**src/rtl/irq_map_pkg.sv**
```systemverilog
package irq_map_pkg;
  // strobes from control to datapath
  typedef struct packed {
    logic ackFire;
    logic loadBase;
  } ctrlStrobe_t;
endpackage

```
**src/rtl/irq_prio_enc.sv**
```systemverilog
module irq_prio_enc #(
  parameter int NUM_LINES = 8,
  localparam int IDX_W = (NUM_LINES > 1) ? $clog2(NUM_LINES) : 1
) (
  input  logic [NUM_LINES-1:0] req,
  output logic [NUM_LINES-1:0] grantOh,
  output logic [IDX_W-1:0]     grantIdx,
  output logic                 anyReq
);
  // lower-index lines mask all higher ones
  logic [NUM_LINES-1:0] blockedBelow;

  assign blockedBelow[0] = 1'b0;
  genvar g;
  generate
    for (g = 1; g < NUM_LINES; g++) begin : gChain
      assign blockedBelow[g] = blockedBelow[g-1] | req[g-1];
    end
  endgenerate

  assign grantOh = req & ~blockedBelow;
  assign anyReq  = |req;

  always_comb begin
    grantIdx = '0;
    for (int i = 0; i < NUM_LINES; i++) begin
      if (grantOh[i]) grantIdx = IDX_W'(i);
    end
  end
endmodule

```
**src/rtl/irq_map_ctrl.sv**
```systemverilog
module irq_map_ctrl
  import irq_map_pkg::*;
(
  input  logic        intEnable,
  input  logic        intAck,
  input  logic        baseWrEn,
  input  logic        anyLatched,
  input  logic        overlapRaw,
  output ctrlStrobe_t strobes,
  output logic        intPending,
  output logic        vecOverlap
);
  logic visible;

  assign visible    = intEnable & anyLatched;
  assign intPending = visible;
  assign vecOverlap = visible & overlapRaw;

  always_comb begin
    strobes          = '0;
    strobes.ackFire  = intAck & visible;
    strobes.loadBase = baseWrEn;
  end
endmodule

```
**src/rtl/irq_map_dp.sv**
```systemverilog
module irq_map_dp
  import irq_map_pkg::*;
#(
  parameter int NUM_LINES    = 8,
  parameter int VEC_W        = 8,
  parameter int RESERVED_TOP = 32,
  parameter int BASE_RESET   = 32,
  localparam int IDX_W = (NUM_LINES > 1) ? $clog2(NUM_LINES) : 1
) (
  input  logic                 clk,
  input  logic                 rstN,
  input  logic [NUM_LINES-1:0] irqLines,
  input  logic [VEC_W-1:0]     baseWrData,
  input  ctrlStrobe_t          strobes,
  output logic                 anyLatched,
  output logic                 overlapRaw,
  output logic [VEC_W-1:0]     intVector,
  output logic [VEC_W-1:0]     baseReg,
  output logic [NUM_LINES-1:0] latchedQ
);
  logic [NUM_LINES-1:0] prevLines;
  logic [NUM_LINES-1:0] riseMask;
  logic [NUM_LINES-1:0] clearMask;
  logic [NUM_LINES-1:0] grantOh;
  logic [IDX_W-1:0]     grantIdx;

  assign riseMask = irqLines & ~prevLines;

  irq_prio_enc #(.NUM_LINES(NUM_LINES)) u_enc (
    .req      (latchedQ),
    .grantOh  (grantOh),
    .grantIdx (grantIdx),
    .anyReq   (anyLatched)
  );

  assign clearMask = strobes.ackFire ? grantOh : '0;

  always_ff @(posedge clk) begin
    if (!rstN) begin
      prevLines <= '0;
      latchedQ  <= '0;
      baseReg   <= VEC_W'(BASE_RESET);
    end else begin
      prevLines <= irqLines;
      // a fresh edge wins over the clear of the same line
      latchedQ  <= (latchedQ & ~clearMask) | riseMask;
      if (strobes.loadBase) baseReg <= baseWrData;
    end
  end

  assign intVector  = baseReg + VEC_W'(grantIdx);
  assign overlapRaw = (intVector < VEC_W'(RESERVED_TOP));
endmodule

```
**src/rtl/irq_vector_mapper.sv**
```systemverilog
module irq_vector_mapper
  import irq_map_pkg::*;
#(
  parameter int NUM_LINES    = 8,
  parameter int VEC_W        = 8,
  parameter int RESERVED_TOP = 32,
  parameter int BASE_RESET   = 32
) (
  input  logic                 clk,
  input  logic                 rstN,
  input  logic [NUM_LINES-1:0] irqLines,
  input  logic                 intEnable,
  input  logic                 baseWrEn,
  input  logic [VEC_W-1:0]     baseWrData,
  input  logic                 intAck,
  output logic                 intPending,
  output logic [VEC_W-1:0]     intVector,
  output logic                 vecOverlap
);
  ctrlStrobe_t          strobes;
  logic                 anyLatched;
  logic                 overlapRaw;
  logic [VEC_W-1:0]     baseReg;
  logic [NUM_LINES-1:0] latchedQ;

  irq_map_ctrl u_ctrl (
    .intEnable  (intEnable),
    .intAck     (intAck),
    .baseWrEn   (baseWrEn),
    .anyLatched (anyLatched),
    .overlapRaw (overlapRaw),
    .strobes    (strobes),
    .intPending (intPending),
    .vecOverlap (vecOverlap)
  );

  irq_map_dp #(
    .NUM_LINES    (NUM_LINES),
    .VEC_W        (VEC_W),
    .RESERVED_TOP (RESERVED_TOP),
    .BASE_RESET   (BASE_RESET)
  ) u_dp (
    .clk        (clk),
    .rstN       (rstN),
    .irqLines   (irqLines),
    .baseWrData (baseWrData),
    .strobes    (strobes),
    .anyLatched (anyLatched),
    .overlapRaw (overlapRaw),
    .intVector  (intVector),
    .baseReg    (baseReg),
    .latchedQ   (latchedQ)
  );
endmodule

```
**config.mk**
```make
export PLATFORM = sky130hd
export DESIGN_NAME = irq_vector_mapper
export DESIGN_NICKNAME = d
export VERILOG_FILES = /design/src/rtl/irq_map_pkg.sv /design/src/rtl/irq_prio_enc.sv /design/src/rtl/irq_map_ctrl.sv /design/src/rtl/irq_map_dp.sv /design/src/rtl/irq_vector_mapper.sv
export SDC_FILE = /design/constraint.sdc
export NUM_CORES = 1
export LEC_CHECK = 0
export BUFFER_PORTS_ARGS = -buffer_cell sky130_fd_sc_hd__buf_4
export CORE_UTILIZATION = 46
export CTS_CLUSTER_SIZE = 16
export DETAILED_ROUTE_END_ITERATION = 6
export HOLD_SLACK_MARGIN = 0.03
export MAX_ROUTING_LAYER = met4
export PLACE_DENSITY = 0.73
export SYNTH_ARGS = -nofsm -noshare
export SYNTH_HDL_FRONTEND = slang
export SYNTH_HIERARCHICAL = 1
export SYNTH_SLANG_ARGS = --single-unit
```
**constraint.sdc**
```tcl
create_clock -name clk -period 2.4 [get_ports clk]
set_input_delay 0.24 -clock clk [delete_from_list [all_inputs] [get_ports clk]]
set_output_delay 0.24 -clock clk [all_outputs]
set_load 0.02 [all_outputs]
```
==> results of run 1 <==
## through the flow
step / cells / util (%) / power (W) / area [um^2]
2_1_floorplan: 135 / - / 0.000600 / 1260
3_3_place_gp: 204 / 64.2 / 0.000689 / 1600
3_5_place_dp: 204 / 64.2 / 0.000698 / 1600
4_1_cts: 211 / 67.6 / 0.000920 / 1690
5_1_grt: 213 / 69.8 / 0.000974 / 1740
6_report: 213 / 69.8 / 0.000924 / 1740
## report_power, final
group | switching [W] | internal [W]
Combinational | 0.000118 | 0.000144
Sequential | 0.0000245 | 0.000426
Clock | 0.000119 | 0.0000925
Total | 0.000262 | 0.000662
## cells in the mapped netlist
cell	number	area, um^2
a21o_1	3	22.5
a211oi_1	1	7.51
or4_1	1	7.51
or2_2	1	6.26
clkbuf_1	3	11.3
a21boi_1	1	7.51
nand3_1	2	10.0
xor2_1	2	17.5
xnor2_1	4	35.0
a211oi_2	1	12.5
nor2b_1	23	144
fa_1	1	20.0
mux2i_1	8	80.1
and2_1	10	62.6
buf_4	2	15.0
dfxtp_1	24	480
ha_1	3	37.5
and4b_1	1	10.0
o21ai_0	2	10.0
nand2_1	10	37.5
o211ai_2	1	12.5
nor3b_2	1	12.5
buf_2	1	5.00
o211ai_1	1	7.51
nor3b_1	1	7.51
inv_1	3	11.3
nor4b_1	1	8.76
nor2_1	7	26.3
and3_2	1	7.51
nor4_4	1	21.3
nand4_1	2	12.5
and3_1	2	12.5
a21oi_1	10	50.1
## logic make-up (layout without fill, tap and decap cells)
family	Yosys count	after routing	synth area share (%)
AOI/OAI and AO/OA	20	20	10.6
xor gates and xnor gates	6	6	4.27
adders and majority gates	4	4	4.68
buffers and inverters	9	57	3.46
DFF	24	24	39.1
muxes	8	8	6.51
and+or+nand+nor	64	64	31.4
## registers in the layout, summed over array words and instances, names as in the netlist
register        count
u_dp/baseReg        8
u_dp/latchedQ       8
u_dp/prevLines      8
## routing by layer
metal	GRT usage (%)	up-vias	wire length [um]
li1	-	549	-
met1	21.4	508	1110
met2	35.4	27	1400
met3	3.39	2	98
met4	5.26	0	15
met5	-	-	0
## area by class of cell
class                      instances  area, um^2
clock buffer                       4        36.3
fill                             207         756
inverter                           3        11.3
multi-input combinational        102         778
sequential                        24         490
tap                               30        37.5
timing repair buffer              50         390
## repair_timing
action / CTS / global route
gates cloned: 0 / 0
endpoints found under the setup margin: 7 / 8
hold endpoints to repair: 0 / 0
pin swaps: 2 / 3
buffers inserted: 4 / 4
resized for setup: 9 / 9
hold buffers: 0 / 0
## critical path: stages (launching register included)
cell and delay (ns):
dfxtp_2 0.36, nor4_4 0.29, and4b_1 0.26, a21o_1 0.15
ha_4 0.15, fa_2 0.20, a21o_1 0.13, nand4_1 0.17
or2_4 0.27, o211ai_2 0.13, and3_4 0.19, buf_6 0.11
## path summary, 6_finish.rpt
| path | endpoint | slack (ns) | depth (start not counted) |
|---|---|---|---|
| worst max-delay path | vecOverlap | -0.55 | 11 |
| worst min register to register | u_dp/latchedQ[2] | 0.54 | 3 |
| worst max register to register | u_dp/latchedQ[5] | 0.75 | 8 |
| worst min-delay path | u_dp/prevLines[6] | 0.13 | 2 |
==> results by group, run 1 <==
Timing
  – Highest clock rate: 0.339 GHz
  – Worst slew margin: between 80% and 90%
  – Post-route minimum period: just under 3 ns
  – Final Hold Fails: 0
  – Worst Tran Pin Value: 0.294 ns
  – Final setup margin: -0.552 ns
  – Period utilization: 123%
  – Final setup viols: 6
  – Min Hold Slack: 0.129 ns
  – Clock skew: 0.00314 ns
  – Max-slew violations: 0
  – RSZ-0062 raised after global routing: true
  – Setup_tns: -1.57 ns

Floorplanning
  – DIE WIDTH: between 50 and 60 um
  – Core area: 2500 um^2
  – Die Footprint: 2880 um^2
  – Ports: 31
  – Starting Density: 49.2%
  – FP Rows: 18
  – Die H: around 54 um

Routing
  – Number of remaining DRC errors: 0
  – Initial DRC Count: 19
  – Overall routed net length: 2.62 mm
  – Pre-antenna DRT Iters: 4
  – Wire length per cell: about 12 um
  – Detail Route Antenna Nets: 0
  – Vias: 1086
  – DR vias/cell: 5.10

Placed design
  – Dpl hpwl: 1.89 mm
  – Port Buffers: 30
  – GPL Wtd Cong: 0.769
  – Pre-CTS WS: -0.158 ns

GRT
  – First-pass GRT wire length: between 3 and 4 mm
  – GRT Resource Usage Total: 19.4%
  – Remaining global-route overflow: 0
  – Initial antenna violation count: 0
  – Vias in the first global route: ~950
  – Largest net degree at the start of global routing: 25

Synthesis
  – Synthesized netlist cell count: 135
  – Synth cell types: 33
  – Synthesized area per cell: slightly above 9 um^2
  – Yosys reg bits: 24
  – Mapped Nets: 160
  – Mapped Area: roughly 1200 um^2
  – Post-synthesis sequential area ratio: around 40%
  – Yosys warns: 6

Critical path
  – Worst reg2reg path startpoint: u_dp/latchedQ[2]
  – CP max FO: 3
  – Arrival time worst endpoint: 2.71 ns
  – Worst setup path category: flip-flop to output pin
  – Worst EP required: 2.16 ns
  – Critical path launch point type: flip-flop
  – Crit path from: u_dp/latchedQ[2]
  – Crit path capture type: output pin

Run status
  – Failing checks: negative setup slack
  – Status: complete, but fails checks

Clocking
  – TritonCTS buffer count: 3
  – Longest Clk Path Bufs: 2
  – Clk Latency, worst-skew pair: 0.31 ns
  – Clock Tree Root: clkbuf_4
  – Clk slew on worst S/H paths: 0.13 ns
  – Num Clock Sinks: 24
  – H-tree Lvls: 1
  – CTS tree: built

Power and ir drop
  – Leakage power: 0.790 nW
  – Peak VDD IR: 0.000436 V
  – PwrDens: approximately 530 nW/um^2

Layout
  – N_diodes: 0
  – Most common cell after layout, fill and taps aside: buf_4
  – Commonest cells after routing, fill and taps aside: buf_4, nor2b_1, dfxtp_1
  – Synth-to-Final Area Change: 41.8%
  – Nets: 209
  – Ratio of cells with drive above 1 in the final layout: about two fifths

Job
  – Max Cap Viol: 0

Hold path
  – Hold/Removal Path Class: primary input to flip-flop
  – Min-Delay Startpoint: irqLines[6]
No activity file was read; power rests on OpenSTA's default activity.
==> inputs of run 2 (changes only) <==
--- a/config.mk
+++ b/config.mk
@@ -12,6 +12,7 @@
 export HOLD_SLACK_MARGIN = 0.03
 export MAX_ROUTING_LAYER = met4
 export PLACE_DENSITY = 0.73
+export SKIP_LAST_GASP = 1
 export SYNTH_ARGS = -nofsm -noshare
 export SYNTH_HDL_FRONTEND = slang
 export SYNTH_HIERARCHICAL = 1
==> run 2 against run 1 <==
Effect of this change:
- via count is 0.92% higher
- cell count stayed put
- critical endpoint unchanged
- die area stayed put
- cell area is 0.36% higher
- the flow still finishes with violations (negative setup slack)
- clock skew hardly changed
- maximum frequency hardly changed
- clock-buffer cell count stayed put
- global-route usage is 0.061 points higher
- highest routed layer unchanged
- critical path depth stayed put
==> results by group, run 2 (same netlist as run 1, synthesis figures left out) <==
Timing
  – Final setup viols: 5 (-1)
  – Highest clock rate: 0.339 GHz (about the same)
  – Final Hold Fails: 0 (unchanged)
  – Worst slew margin: 80.6% (+0.30 points)
  – Clock skew: 0.00304 ns (-0.000109 ns)
  – Period utilization: 123% (about the same)
  – Max-slew violations: 0 (unchanged)
  – RSZ-0062 raised after global routing: true
  – Final setup margin: -0.553 ns (-0.00106 ns)
  – Worst Tran Pin Value: 0.291 ns (-0.00337 ns)
  – Setup_tns: -1.48 ns (+0.0880 ns)
  – Post-route minimum period: 2.95 ns (+0.00106 ns)

Job
  – Max Cap Viol: 0 (unchanged)

Floorplanning
  – FP Rows: 18 (unchanged)
  – Ports: 31 (unchanged)
  – Core area: 2500 um^2 (unchanged)
  – Die H: 53.7 um (unchanged)
  – Starting Density: 49.2% (unchanged)
  – Die Footprint: 2880 um^2 (unchanged)
  – DIE WIDTH: 53.7 um (unchanged)

Clocking
  – Clock Tree Root: clkbuf_4
  – Clk Latency, worst-skew pair: 0.31 ns (about the same)
  – Clk slew on worst S/H paths: 0.13 ns (about the same)
  – TritonCTS buffer count: 3 (unchanged)
  – Longest Clk Path Bufs: 2 (unchanged)
  – CTS Hold Bufs: 0 (unchanged)
  – CTS tree: built
  – Num Clock Sinks: 24 (unchanged)
  – H-tree Lvls: 1 (unchanged)

GRT
  – Vias in the first global route: 955 (+0.95%)
  – Remaining global-route overflow: 0 (unchanged)
  – GRT Resource Usage Total: 19.5% (+0.061 points)
  – Routing usage on met1: 21.4% (unchanged)
  – GR Util met2: 35.6% (+0.21 points)
  – Largest net degree at the start of global routing: 25 (unchanged)
  – Initial antenna violation count: 0 (unchanged)
  – Grt peak-use layer: met2
  – First-pass GRT wire length: 3.93 mm (+0.36%)
  – Met3 Use GR: 3.39% (unchanged)

Power and ir drop
  – Part of the power in registers: 48.5% (-0.2 points)
  – Sw Share: 28.4% (+0.11 points)
  – PwrDens: 530 nW/um^2 (+0.14%)
  – Internal: 0.000664 W (+0.34%)
  – Clock group share of total power: 22.8% (about the same)
  – Peak VDD IR: 0.000446 V (+2.3%)
  – Leakage power: 0.790 nW (about the same)
  – Combinational share of power: 28.7% (+0.3 points)
  – Switching power: 0.000264 W (+0.90%)

Layout
  – Fillcell total: 209 (+0.97%)
  – Most common cell after layout, fill and taps aside: buf_4
  – Layout Cells excl Fill: 213 (unchanged)
  – Largest registers: u_dp/baseReg (8), u_dp/latchedQ (8), u_dp/prevLines (8)
  – Synth-to-Final Area Change: 42.3%
  – Nets: 209 (unchanged)
  – Commonest cells after routing, fill and taps aside: buf_4, nor2b_1, dfxtp_1
  – N_diodes: 0 (unchanged)
  – Ratio of cells with drive above 1 in the final layout: 41.5% (unchanged)

Critical path
  – Register-to-Register Setup Slack: 0.75 ns (about the same)
  – Worst setup path category: flip-flop to output pin
  – Critical path launch point type: flip-flop
  – Crit path capture type: output pin
  – Worst EP required: 2.16 ns (about the same)
  – Arrival time worst endpoint: 2.71 ns (about the same)
  – CP max FO: 3 (unchanged)

Placed design
  – Dpl hpwl: 1.89 mm (unchanged)
  – Port Buffers: 30 (unchanged)
  – DP Cell Count: 204 (unchanged)
  – Pre-CTS WS: -0.158 ns (unchanged)
  – GPL Wtd Cong: 0.769 (unchanged)

Run status
  – Status: complete, but fails checks
  – Failing checks: negative setup slack

Routing
  – Pre-antenna DRT Iters: 4 (unchanged)
  – Wire length per cell: 12.5 um (+1.9%)
  – Detail Route Antenna Nets: 0 (unchanged)
  – Overall routed net length: 2.67 mm (+1.9%)
  – Number of remaining DRC errors: 0 (unchanged)
  – Initial DRC Count: 17 (-2)
  – DR vias/cell: 5.15 (+0.92%)
  – Vias: 1096 (+0.92%)

Hold path
  – Hold/Removal Path Class: primary input to flip-flop
[run 2: changes by cell type in the layout (fill, tap and decap cells not counted)]
cell	change
ha_2	-1
buf_4	+1
ha_4	+1
buf_6	-1
[run 2: power groups by stage]
| stage | logic, W | clock network, W | registers, W |
|---|---|---|---|
| 6_report | 0.000266 | 0.000211 | 0.000451 |
| 2_1_floorplan | 0.000144 | 0 | 0.000456 |
| 3_5_place_dp | 0.000241 | 0 | 0.000457 |
| 3_3_place_gp | 0.000234 | 0 | 0.000455 |
| 4_1_cts | 0.000250 | 0.000221 | 0.000448 |
| 5_1_grt | 0.000287 | 0.000237 | 0.000455 |
[run 2: layer usage]
metal / share of wire, % / up-vias
met2: 52 / 23
met5: 0 / -
li1: - / 550
met3: 3.6 / 2
met1: 43 / 521
met4: 0.56 / 0
[run 2: path summary, 6_finish.rpt]
path                                        start                end  cells past startpoint
worst max-delay path             u_dp/latchedQ[2]         vecOverlap                     11
worst min register to register  u_dp/prevLines[2]   u_dp/latchedQ[2]                      3
worst max register to register   u_dp/latchedQ[2]   u_dp/latchedQ[5]                      8
worst min-delay path                  irqLines[6]  u_dp/prevLines[6]                      2
[run 2: timing repair]
item | 4_1_cts | 5_1_grt
resized for setup | 7 | 10
setup buffers | 4 | 4
pin swaps | 2 | 3
setup endpoints to repair | 7 | 8
endpoints found under the hold margin | 0 | 0
[run 2: worst max-delay path, stage by stage (launching register included)]
cell and delay (ns):
dfxtp_2 0.36, nor4_4 0.29, and4b_1 0.26, a21o_1 0.14, ha_4 0.15, fa_2 0.20, a21o_1 0.13, nand4_1 0.17
or2_4 0.27, o211ai_2 0.13, and3_4 0.18, buf_4 0.13
[run 2: metrics by stage]
| step | power, W | instance area (um^2) | hold WS (ns) | utilization [%] |
|---|---|---|---|---|
| floorplan | 0.000600 | 1260 | 0.362 | - |
| global placement | 0.000689 | 1600 | 0.448 | 64.2 |
| detailed placement | 0.000698 | 1600 | 0.453 | 64.2 |
| CTS | 0.000919 | 1680 | 0.116 | 67.3 |
| global route | 0.000978 | 1750 | 0.109 | 70.0 |
| finish | 0.000928 | 1750 | 0.129 | 70.0 |
[run 2: final cells by class]
type | count | area, um^2 | share of cell area (%)
inverters | 3 | 11.3 | 0.643
well taps | 30 | 37.5 | 2.14
flip-flops and latches | 24 | 490 | 28.0
multi-input cells | 102 | 788 | 45.0
clock buffers | 4 | 36.3 | 2.07
repair buffers | 50 | 387 | 22.1
